`config.mk`:
```
export PLATFORM = sky130hd
export DESIGN_NAME = blkcipher_csr
export DESIGN_NICKNAME = d
export VERILOG_FILES = /design/src/rtl/csr_pkg.sv /design/src/rtl/csr_ctrl.sv /design/src/rtl/csr_dpath.sv /design/src/rtl/blkcipher_csr.sv
export SDC_FILE = /design/constraint.sdc
export NUM_CORES = 1
export LEC_CHECK = 0
export CAP_MARGIN = 40
export CORE_AREA = 2 2 232 234
export DETAILED_ROUTE_END_ITERATION = 16
export DIE_AREA = 0 0 234 236
export DONT_BUFFER_PORTS = 1
export PLACE_DENSITY = 0.55
export SETUP_SLACK_MARGIN = 0.2
export SYNTH_ARGS = -nofsm -noshare
export SYNTH_HDL_FRONTEND = slang
export SYNTH_HIERARCHICAL = 1
export SYNTH_SLANG_ARGS = --single-unit
```
`constraint.sdc`:
```
create_clock -name clk -period 3.5 [get_ports clk]
set_clock_uncertainty 0.05 [all_clocks]
set_input_delay 0.875 -clock clk [delete_from_list [all_inputs] [get_ports clk]]
set_output_delay 0.875 -clock clk [all_outputs]
set_load 0.05 [all_outputs]
```
`src/rtl/csr_pkg.sv`:
```
package csr_pkg;
  localparam int ADDR_W    = 5;
  localparam int WORD_W    = 32;
  localparam int BLK_W     = 128;
  localparam int BLK_WORDS = BLK_W / WORD_W;

  localparam logic [ADDR_W-1:0] DATA_BASE = 5'd8;
  localparam logic [ADDR_W-1:0] RES_BASE  = 5'd12;
  localparam logic [ADDR_W-1:0] RES_END   = 5'd16;
  localparam logic [ADDR_W-1:0] CTRL_ADDR = 5'd31;

  // control field positions in the readable word
  localparam int CB_ENC = 0;
  localparam int CB_DEC = 1;
  localparam int CB_IE  = 6;
  localparam int CB_KV  = 7;

  typedef enum logic [1:0] {
    RS_ZERO   = 2'd0,
    RS_RESULT = 2'd1,
    RS_CTRL   = 2'd2
  } rdSrc_e;

  typedef struct packed {
    logic       keyWe;
    logic       dataWe;
    logic       resCap;
    logic       rdEn;
    rdSrc_e     rdSrc;
    logic [2:0] word;
  } dpStrobe_t;
endpackage

```
`src/rtl/csr_ctrl.sv`:
```
module csr_ctrl
  import csr_pkg::*;
#(
  parameter int KEY_WORDS = 8
) (
  input  logic              clk,
  input  logic              rst,
  input  logic [ADDR_W-1:0] addr,
  input  logic              rd,
  input  logic              wr,
  input  logic [3:0]        ctrlIn,   // {kv, ie, dec, enc} from the write word
  input  logic              keyReady,
  input  logic              done,
  output dpStrobe_t         strb,
  output logic [WORD_W-1:0] ctrlWord,
  output logic              keyValid,
  output logic              startEnc,
  output logic              startDec,
  output logic              irq,
  output logic              waitReq
);
  localparam logic [ADDR_W-1:0] KEY_LIM = ADDR_W'(KEY_WORDS);

  logic kvQ, ieQ, encQ, decQ, irqQ, waitQ;
  logic inKey, inData, inRes, isCtrl, ctrlWr;
  logic busy, finish, resRead;
  logic kvN, ieN, encN, decN, irqN, waitN;

  always_comb begin
    inKey   = addr < KEY_LIM;
    inData  = (addr >= DATA_BASE) && (addr < RES_BASE);
    inRes   = (addr >= RES_BASE) && (addr < RES_END);
    isCtrl  = addr == CTRL_ADDR;
    ctrlWr  = wr && isCtrl;
    busy    = encQ || decQ;
    finish  = done && busy;
    resRead = rd && inRes;
  end

  // next-state of the control word
  always_comb begin
    kvN  = ctrlWr ? ctrlIn[3] : kvQ;
    ieN  = ctrlWr ? ctrlIn[2] : ieQ;
    encN = finish ? 1'b0 : encQ;
    decN = finish ? 1'b0 : decQ;
    if (ctrlWr && !(ctrlIn[1] && ctrlIn[0])) begin
      encN = ctrlIn[0];
      decN = ctrlIn[1];
    end
    if (!kvN) begin
      encN = 1'b0;
      decN = 1'b0;
    end
    irqN  = ieN && (finish || (irqQ && !resRead));
    waitN = kvN && !keyReady;
  end

  always_ff @(posedge clk) begin
    if (rst) begin
      kvQ   <= 1'b0;
      ieQ   <= 1'b0;
      encQ  <= 1'b0;
      decQ  <= 1'b0;
      irqQ  <= 1'b0;
      waitQ <= 1'b0;
    end else begin
      kvQ   <= kvN;
      ieQ   <= ieN;
      encQ  <= encN;
      decQ  <= decN;
      irqQ  <= irqN;
      waitQ <= waitN;
    end
  end

  always_comb begin
    strb.keyWe  = wr && inKey && !waitQ;
    strb.dataWe = wr && inData;
    strb.resCap = finish;
    strb.rdEn   = rd;
    if (inRes)       strb.rdSrc = RS_RESULT;
    else if (isCtrl) strb.rdSrc = RS_CTRL;
    else             strb.rdSrc = RS_ZERO;
    strb.word   = addr[2:0];
  end

  always_comb begin
    ctrlWord         = '0;
    ctrlWord[CB_KV]  = kvQ;
    ctrlWord[CB_IE]  = ieQ;
    ctrlWord[CB_DEC] = decQ;
    ctrlWord[CB_ENC] = encQ;
  end

  assign keyValid = kvQ;
  assign startEnc = encQ;
  assign startDec = decQ;
  assign irq      = irqQ;
  assign waitReq  = waitQ;
endmodule

```
`src/rtl/csr_dpath.sv`:
```
module csr_dpath
  import csr_pkg::*;
#(
  parameter int KEY_WORDS = 8
) (
  input  logic                        clk,
  input  logic                        rst,
  input  dpStrobe_t                   strb,
  input  logic [WORD_W-1:0]           wdata,
  input  logic [WORD_W-1:0]           ctrlWord,
  input  logic [BLK_W-1:0]            resultIn,
  output logic [KEY_WORDS*WORD_W-1:0] keyOut,
  output logic [BLK_W-1:0]            dataOut,
  output logic [WORD_W-1:0]           rdata
);
  logic [WORD_W-1:0] resW [BLK_WORDS];

  for (genvar i = 0; i < KEY_WORDS; i++) begin : g_key
    always_ff @(posedge clk) begin
      if (rst) keyOut[i*WORD_W +: WORD_W] <= '0;
      else if (strb.keyWe && strb.word == 3'(i))
        keyOut[i*WORD_W +: WORD_W] <= wdata;
    end
  end

  for (genvar j = 0; j < BLK_WORDS; j++) begin : g_blk
    always_ff @(posedge clk) begin
      if (rst) begin
        dataOut[j*WORD_W +: WORD_W] <= '0;
        resW[j] <= '0;
      end else begin
        if (strb.dataWe && strb.word == 3'(j))
          dataOut[j*WORD_W +: WORD_W] <= wdata;
        if (strb.resCap)
          resW[j] <= resultIn[j*WORD_W +: WORD_W];
      end
    end
  end

  logic [WORD_W-1:0] rdMux;
  always_comb begin
    unique case (strb.rdSrc)
      RS_RESULT: rdMux = resW[strb.word[1:0]];
      RS_CTRL:   rdMux = ctrlWord;
      default:   rdMux = '0;
    endcase
  end

  always_ff @(posedge clk) begin
    if (rst)            rdata <= '0;
    else if (strb.rdEn) rdata <= rdMux;
    else                rdata <= '0;
  end
endmodule

```
`src/rtl/blkcipher_csr.sv`:
```
module blkcipher_csr
  import csr_pkg::*;
#(
  parameter int KEY_BITS = 256
) (
  input  logic                clk,
  input  logic                rst,
  input  logic [4:0]          addr,
  input  logic                rd,
  input  logic                wr,
  input  logic [31:0]         wdata,
  output logic [31:0]         rdata,
  output logic                waitReq,
  output logic                irq,
  output logic [KEY_BITS-1:0] keyOut,
  output logic                keyValid,
  output logic [127:0]        dataOut,
  output logic                startEnc,
  output logic                startDec,
  input  logic                keyReady,
  input  logic                done,
  input  logic [127:0]        resultIn
);
  localparam int KEY_WORDS = KEY_BITS / WORD_W;

  dpStrobe_t         strb;
  logic [WORD_W-1:0] ctrlWord;
  logic [3:0]        ctrlIn;

  assign ctrlIn = {wdata[CB_KV], wdata[CB_IE], wdata[CB_DEC], wdata[CB_ENC]};

  csr_ctrl #(.KEY_WORDS(KEY_WORDS)) u_ctrl (
    .clk(clk), .rst(rst), .addr(addr), .rd(rd), .wr(wr), .ctrlIn(ctrlIn),
    .keyReady(keyReady), .done(done), .strb(strb), .ctrlWord(ctrlWord),
    .keyValid(keyValid), .startEnc(startEnc), .startDec(startDec),
    .irq(irq), .waitReq(waitReq)
  );

  csr_dpath #(.KEY_WORDS(KEY_WORDS)) u_dpath (
    .clk(clk), .rst(rst), .strb(strb), .wdata(wdata), .ctrlWord(ctrlWord),
    .resultIn(resultIn), .keyOut(keyOut), .dataOut(dataOut), .rdata(rdata)
  );
endmodule

```
==> After elaboration in Yosys (flattened, before gate mapping) <==
Memory sizes are Yosys's and may differ from the RTL's.
Cells that the tools add are included.
{ "totals": {"mem_count": 1, "ramBits": 128, "register_bits": 422, "elab_cells": 93, "input_bits": 171, "out_inout_bits": 421} }
{ "memory_table": {"columns": ["name", "words", "word_bits", "read_ports", "rd_clocked_by_memory_dff", "wr", "line_no", "rtl"], "rows": [
  ["u_dpath.resW", 4, 32, 1, 0, 4, "csr_dpath.sv:16", "logic [WORD_W-1:0] resW [BLK_WORDS];"]
]} }
{ "op_classes": {"n_lt_le_gt_ge": 5, "eq_ne": 10, "bitwise": 6, "n_reduce_logical": 35, "mux": 17} }
{ "op_table": {"columns": ["cell", "count"], "rows": [
  ["$mux 32", 4],
  ["$pmux 32 s2", 1],
  ["$logic_and 1x1->1", 25],
  ["$eq 3x3->1 const B", 4],
  ["$ge 5x4->1 const B", 2],
  ["$lt 5x4->1 const B", 2],
  ["$mux 1", 10],
  ["$eq 3x2->1 const B", 2],
  ["$eq 5x5->1 const B", 1],
  ["$lt 5x5->1 const B", 1],
  ["$logic_not 1->1", 4],
  ["$mux 2", 2],
  ["$or 1x1->1", 4],
  ["$reduce_or 2->1", 2],
  ["$eq 3x1->1 const B", 1],
  ["$logic_not 3->1", 1],
  ["$eq 2x1->1 const B", 1],
  ["$eq 2x2->1 const B", 1],
  ["$logic_or 1x1->1", 2],
  ["$not 1->1", 2],
  ["$reduce_bool 2->1", 1]
]} }

==> Longest topological paths before layout <==
{ "depth": {"depth_word": 7, "mapped_depth": 9, "depth_no_buf": 7} }

==> By module <==
The synthesis kept the hierarchy.
{ "modules_own_cells": {"columns": ["mod", "seq_area_each_um2", "n_inst", "area_per_inst_um2", "cells_per_inst"], "rows": [
  ["csr_dpath", 12171.7, 1, 20273.2, 2191],
  ["csr_ctrl", 120.1, 1, 613.1, 76]
]} }

==> Worst setup path after synthesis <==
No wires, ideal clock.
{ "synth_path": {"kind": "input to register", "start": "in rst", "end": "mem u_dpath.resW[0][0] (enable)", "arrival_time_ps": 3015, "stages": 3, "slack_ps": 2, "cell_sequence": "clkbuf_1 clkbuf_1 or2_2"} }
{ "synth_rtl": {"columns": ["element", "line_no", "rtl"], "rows": [
  ["start, declared", "blkcipher_csr.sv:7", "input logic rst,"],
  ["end, declared", "csr_dpath.sv:16", null]
]} }

==> results.toml <==
[final_layout]
drive_gt1_share_pct = 9.58
layout.cells.non_filler = 2899
nets = 2322
syn2layout_area_growth_pct = 9.58

[power_and_ir_drop]
leakage_nw = 7.68
powerDensity_nw_per_um2 = 554
vdd_drop_max_v = 0.000318

[sta]
tns_ns = 0
rsz0062_at_grt = "no"
layout_min_cycle_time_ns = 2.63
setup_viol = 0
max_freq_mhz = 380
worst_pin_slew_ns = 1.28
final_hold_viol_count = 0
min_period_over_period_pct = 75.2
hold_slack_ns = 0.295
relSlewSlack_pct = 14.5
fin_ws_ns = 0.867
drv_slew = 0

[routing]
routed_wl_um = 68000
via_count = 15415
drtAntennaViolNets = 0
drc = 0
first_iter_violations = 1321
wl_per_cell_um = 23.5
viasPerCell = 5.32
dr.pass1.iters = 6

[yosys]
synth-xor-area-share_pct = 0
synthSimpleGateAreaFrac_pct = 20.2
synthCells = 2267
synth_fa_ha_area_share_pct = 0.120
synth-compound-area-share_pct = 11.1
ys_seq_area_share_pct = 58.9
syn_avg_cell_area_sq_um = 9.21
ys.flop_type = "dfxtp_1"
synth_top_cell_area_share_pct = 40.4
synth_top_cell_by_area = "dfxtp_1"
synth_area_sq_um = 20900
synth_top_family_by_area = "simple AND/OR/NAND/NOR gates"
synth.distinct_cells = 36
synth.most_common_cell = "nand2_1"
ys_seq_elements = 550
synthTopCellsByArea = "dfxtp_1 40%, edfxtp_1 18%, nand2_1 14%, a21oi_1 9.3%, and2_1 3.9%"
muxShareOfSynthArea_pct = 3.63
synthArstFlopShare_pct = 0
synthTopCellsByCount = "771 x nand2_1, 422 x dfxtp_1, 387 x a21oi_1"
yosys_warnings = 6
synth_edf_count = 128

[clock_tree]
post_cts_buffers = 0
cts_hold_buf = 0
cts.sinks = 550
cts-htree-levels = 2
clock-root-buffer = "clkbuf_16"
post_cts_resized = 0
cts_tree = "built"
ctsLongestPathBuffers = 3
cts_buffers = 56
worstSkewPairLatency_ns = 0.60
clk_pin_slew_ns = 0.06

[place]
place_congestion = 0.806
post-place-ws_ns = 0.646
place.detailed.hpwl_um = 45100
portBuffers = 0
dp.cells = 2787

[floorplanning]
num_rows = 85
core_sq_um = 53100
die_width_um = 234
die_y_um = 236
start_util_pct = 39.4
fp.dieArea_sq_um = 55200
ioPinCount = 592

[global_route]
grt_pass1_wl_um = 97400
grtUsageTotal_pct = 23.5
grt_overflow = 0
antenna_found_initial = 14
grt_pass1_vias = 14713
grt_max_degree = 394

[setup_path]
cp_max_fo = 21
setup.worst_path.class = "register to register"
crit_path_start_kind = "register"
cp.arrival_ns = 3.00
end_kind = "register"
required_ns = 3.87

[run]
cap_violations = 0

[worst_hold_path]
min_path_type = "primary input to register"

[run_status]
outcome = "completed"
metal layers:
| layer | part of all wire, % | GRT usage, % | up-vias |
|---|---|---|---|
| li1 | - | - | 7201 |
| met1 | 39 | 27.9 | 7412 |
| met2 | 48 | 39.3 | 684 |
| met3 | 10 | 8.51 | 112 |
| met4 | 2.9 | 7.67 | 6 |
| met5 | 0.059 | 0 | - |
critical path: stages (launching register included):
cell and delay, ns:
dfxtp_1 0.51, nor4b_2 0.49, buf_4 0.31, nand4bb_2 0.46
buf_4 0.42, nand2_1 0.12, a21oi_1 0.07
layout by cell type, fill, tap and decap left out, drive strengths merged, types with 2 or more instances in the layout:
master    Yosys  final
nand4bb       5      5
nor4bb        3      3
clkbuf      114     80
nor2         35     35
and2        129    129
nor4b         3      3
o21ai         2      2
clkinv        0     14
mux2         64     64
a211oi        2      2
or4b          2      2
nand4         5      5
and4b         5      5
o211ai        3      3
clkinvlp      0      3
bufinv        0      2
a21oi       387    387
nand2       771    771
ha            2      2
a222oi       32     32
nand4b        5      5
and4bb        3      3
buf         129     40
nand3         2      2
inv           3      6
conb          1     28
nor2b         4      4
diode         0     10
dfxtp       422    422
and4          2      2
edfxtp      128    128
worst paths after layout:
| path | start | end | slack [ns] | depth (start not counted) |
|---|---|---|---|---|
| min | keyReady | u_ctrl/waitReq | 0.30 | 1 |
| max reg2reg | u_ctrl/waitReq | u_dpath/keyOut[54] | 0.87 | 6 |
| min reg2reg | u_ctrl/ieQ | u_ctrl/ieQ | 0.49 | 2 |
| max | u_ctrl/waitReq | u_dpath/keyOut[54] | 0.87 | 6 |
registers in the layout, indices dropped and copies added, names as in the netlist:
register,cells
u_ctrl/ieQ,1
u_ctrl/irq,1
u_ctrl/keyValid,1
u_ctrl/startDec,1
u_ctrl/startEnc,1
u_ctrl/waitReq,1
u_dpath/dataOut,128
u_dpath/keyOut,256
u_dpath/rdata,32
u_dpath/resW,128
power breakdown:
group          total, mW  internal [mW]  switching (mW)
Sequential          6.68           6.55           0.134
Clock               5.79           3.32            2.46
Combinational      0.212         0.0959           0.116
Total               12.7           9.97            2.71
cells by family after synthesis:
family / Yosys count
and+or+nand+nor: 976
muxes: 64
AOI/OAI and AO/OA: 428
adders and majority gates: 2
DFF: 550
buffers and inverters: 246
other: 1
layout make-up:
| cell class | count | area [sq um] |
|---|---|---|
| inverters | 3 | 11.3 |
| clock buffers | 80 | 1600 |
| clock inverters | 22 | 174 |
| well taps | 696 | 871 |
| multi-input cells | 1498 | 7530 |
| flip-flops and latches | 550 | 12300 |
| fillers | 5058 | 30200 |
| repair buffers | 40 | 383 |
| diodes | 10 | 25.0 |
metrics by stage:
step | instance area [sq um] | util (%) | power, mW
global placement | 21100 | 39.7 | 7.03
global route | 22900 | 43.1 | 13.1
floorplan | 21000 | - | 7.12
finish | 22900 | 43.1 | 12.7
detailed placement | 21100 | 39.7 | 7.04
CTS | 22900 | 43.1 | 12.8
Power figures use the tool's default switching activity.
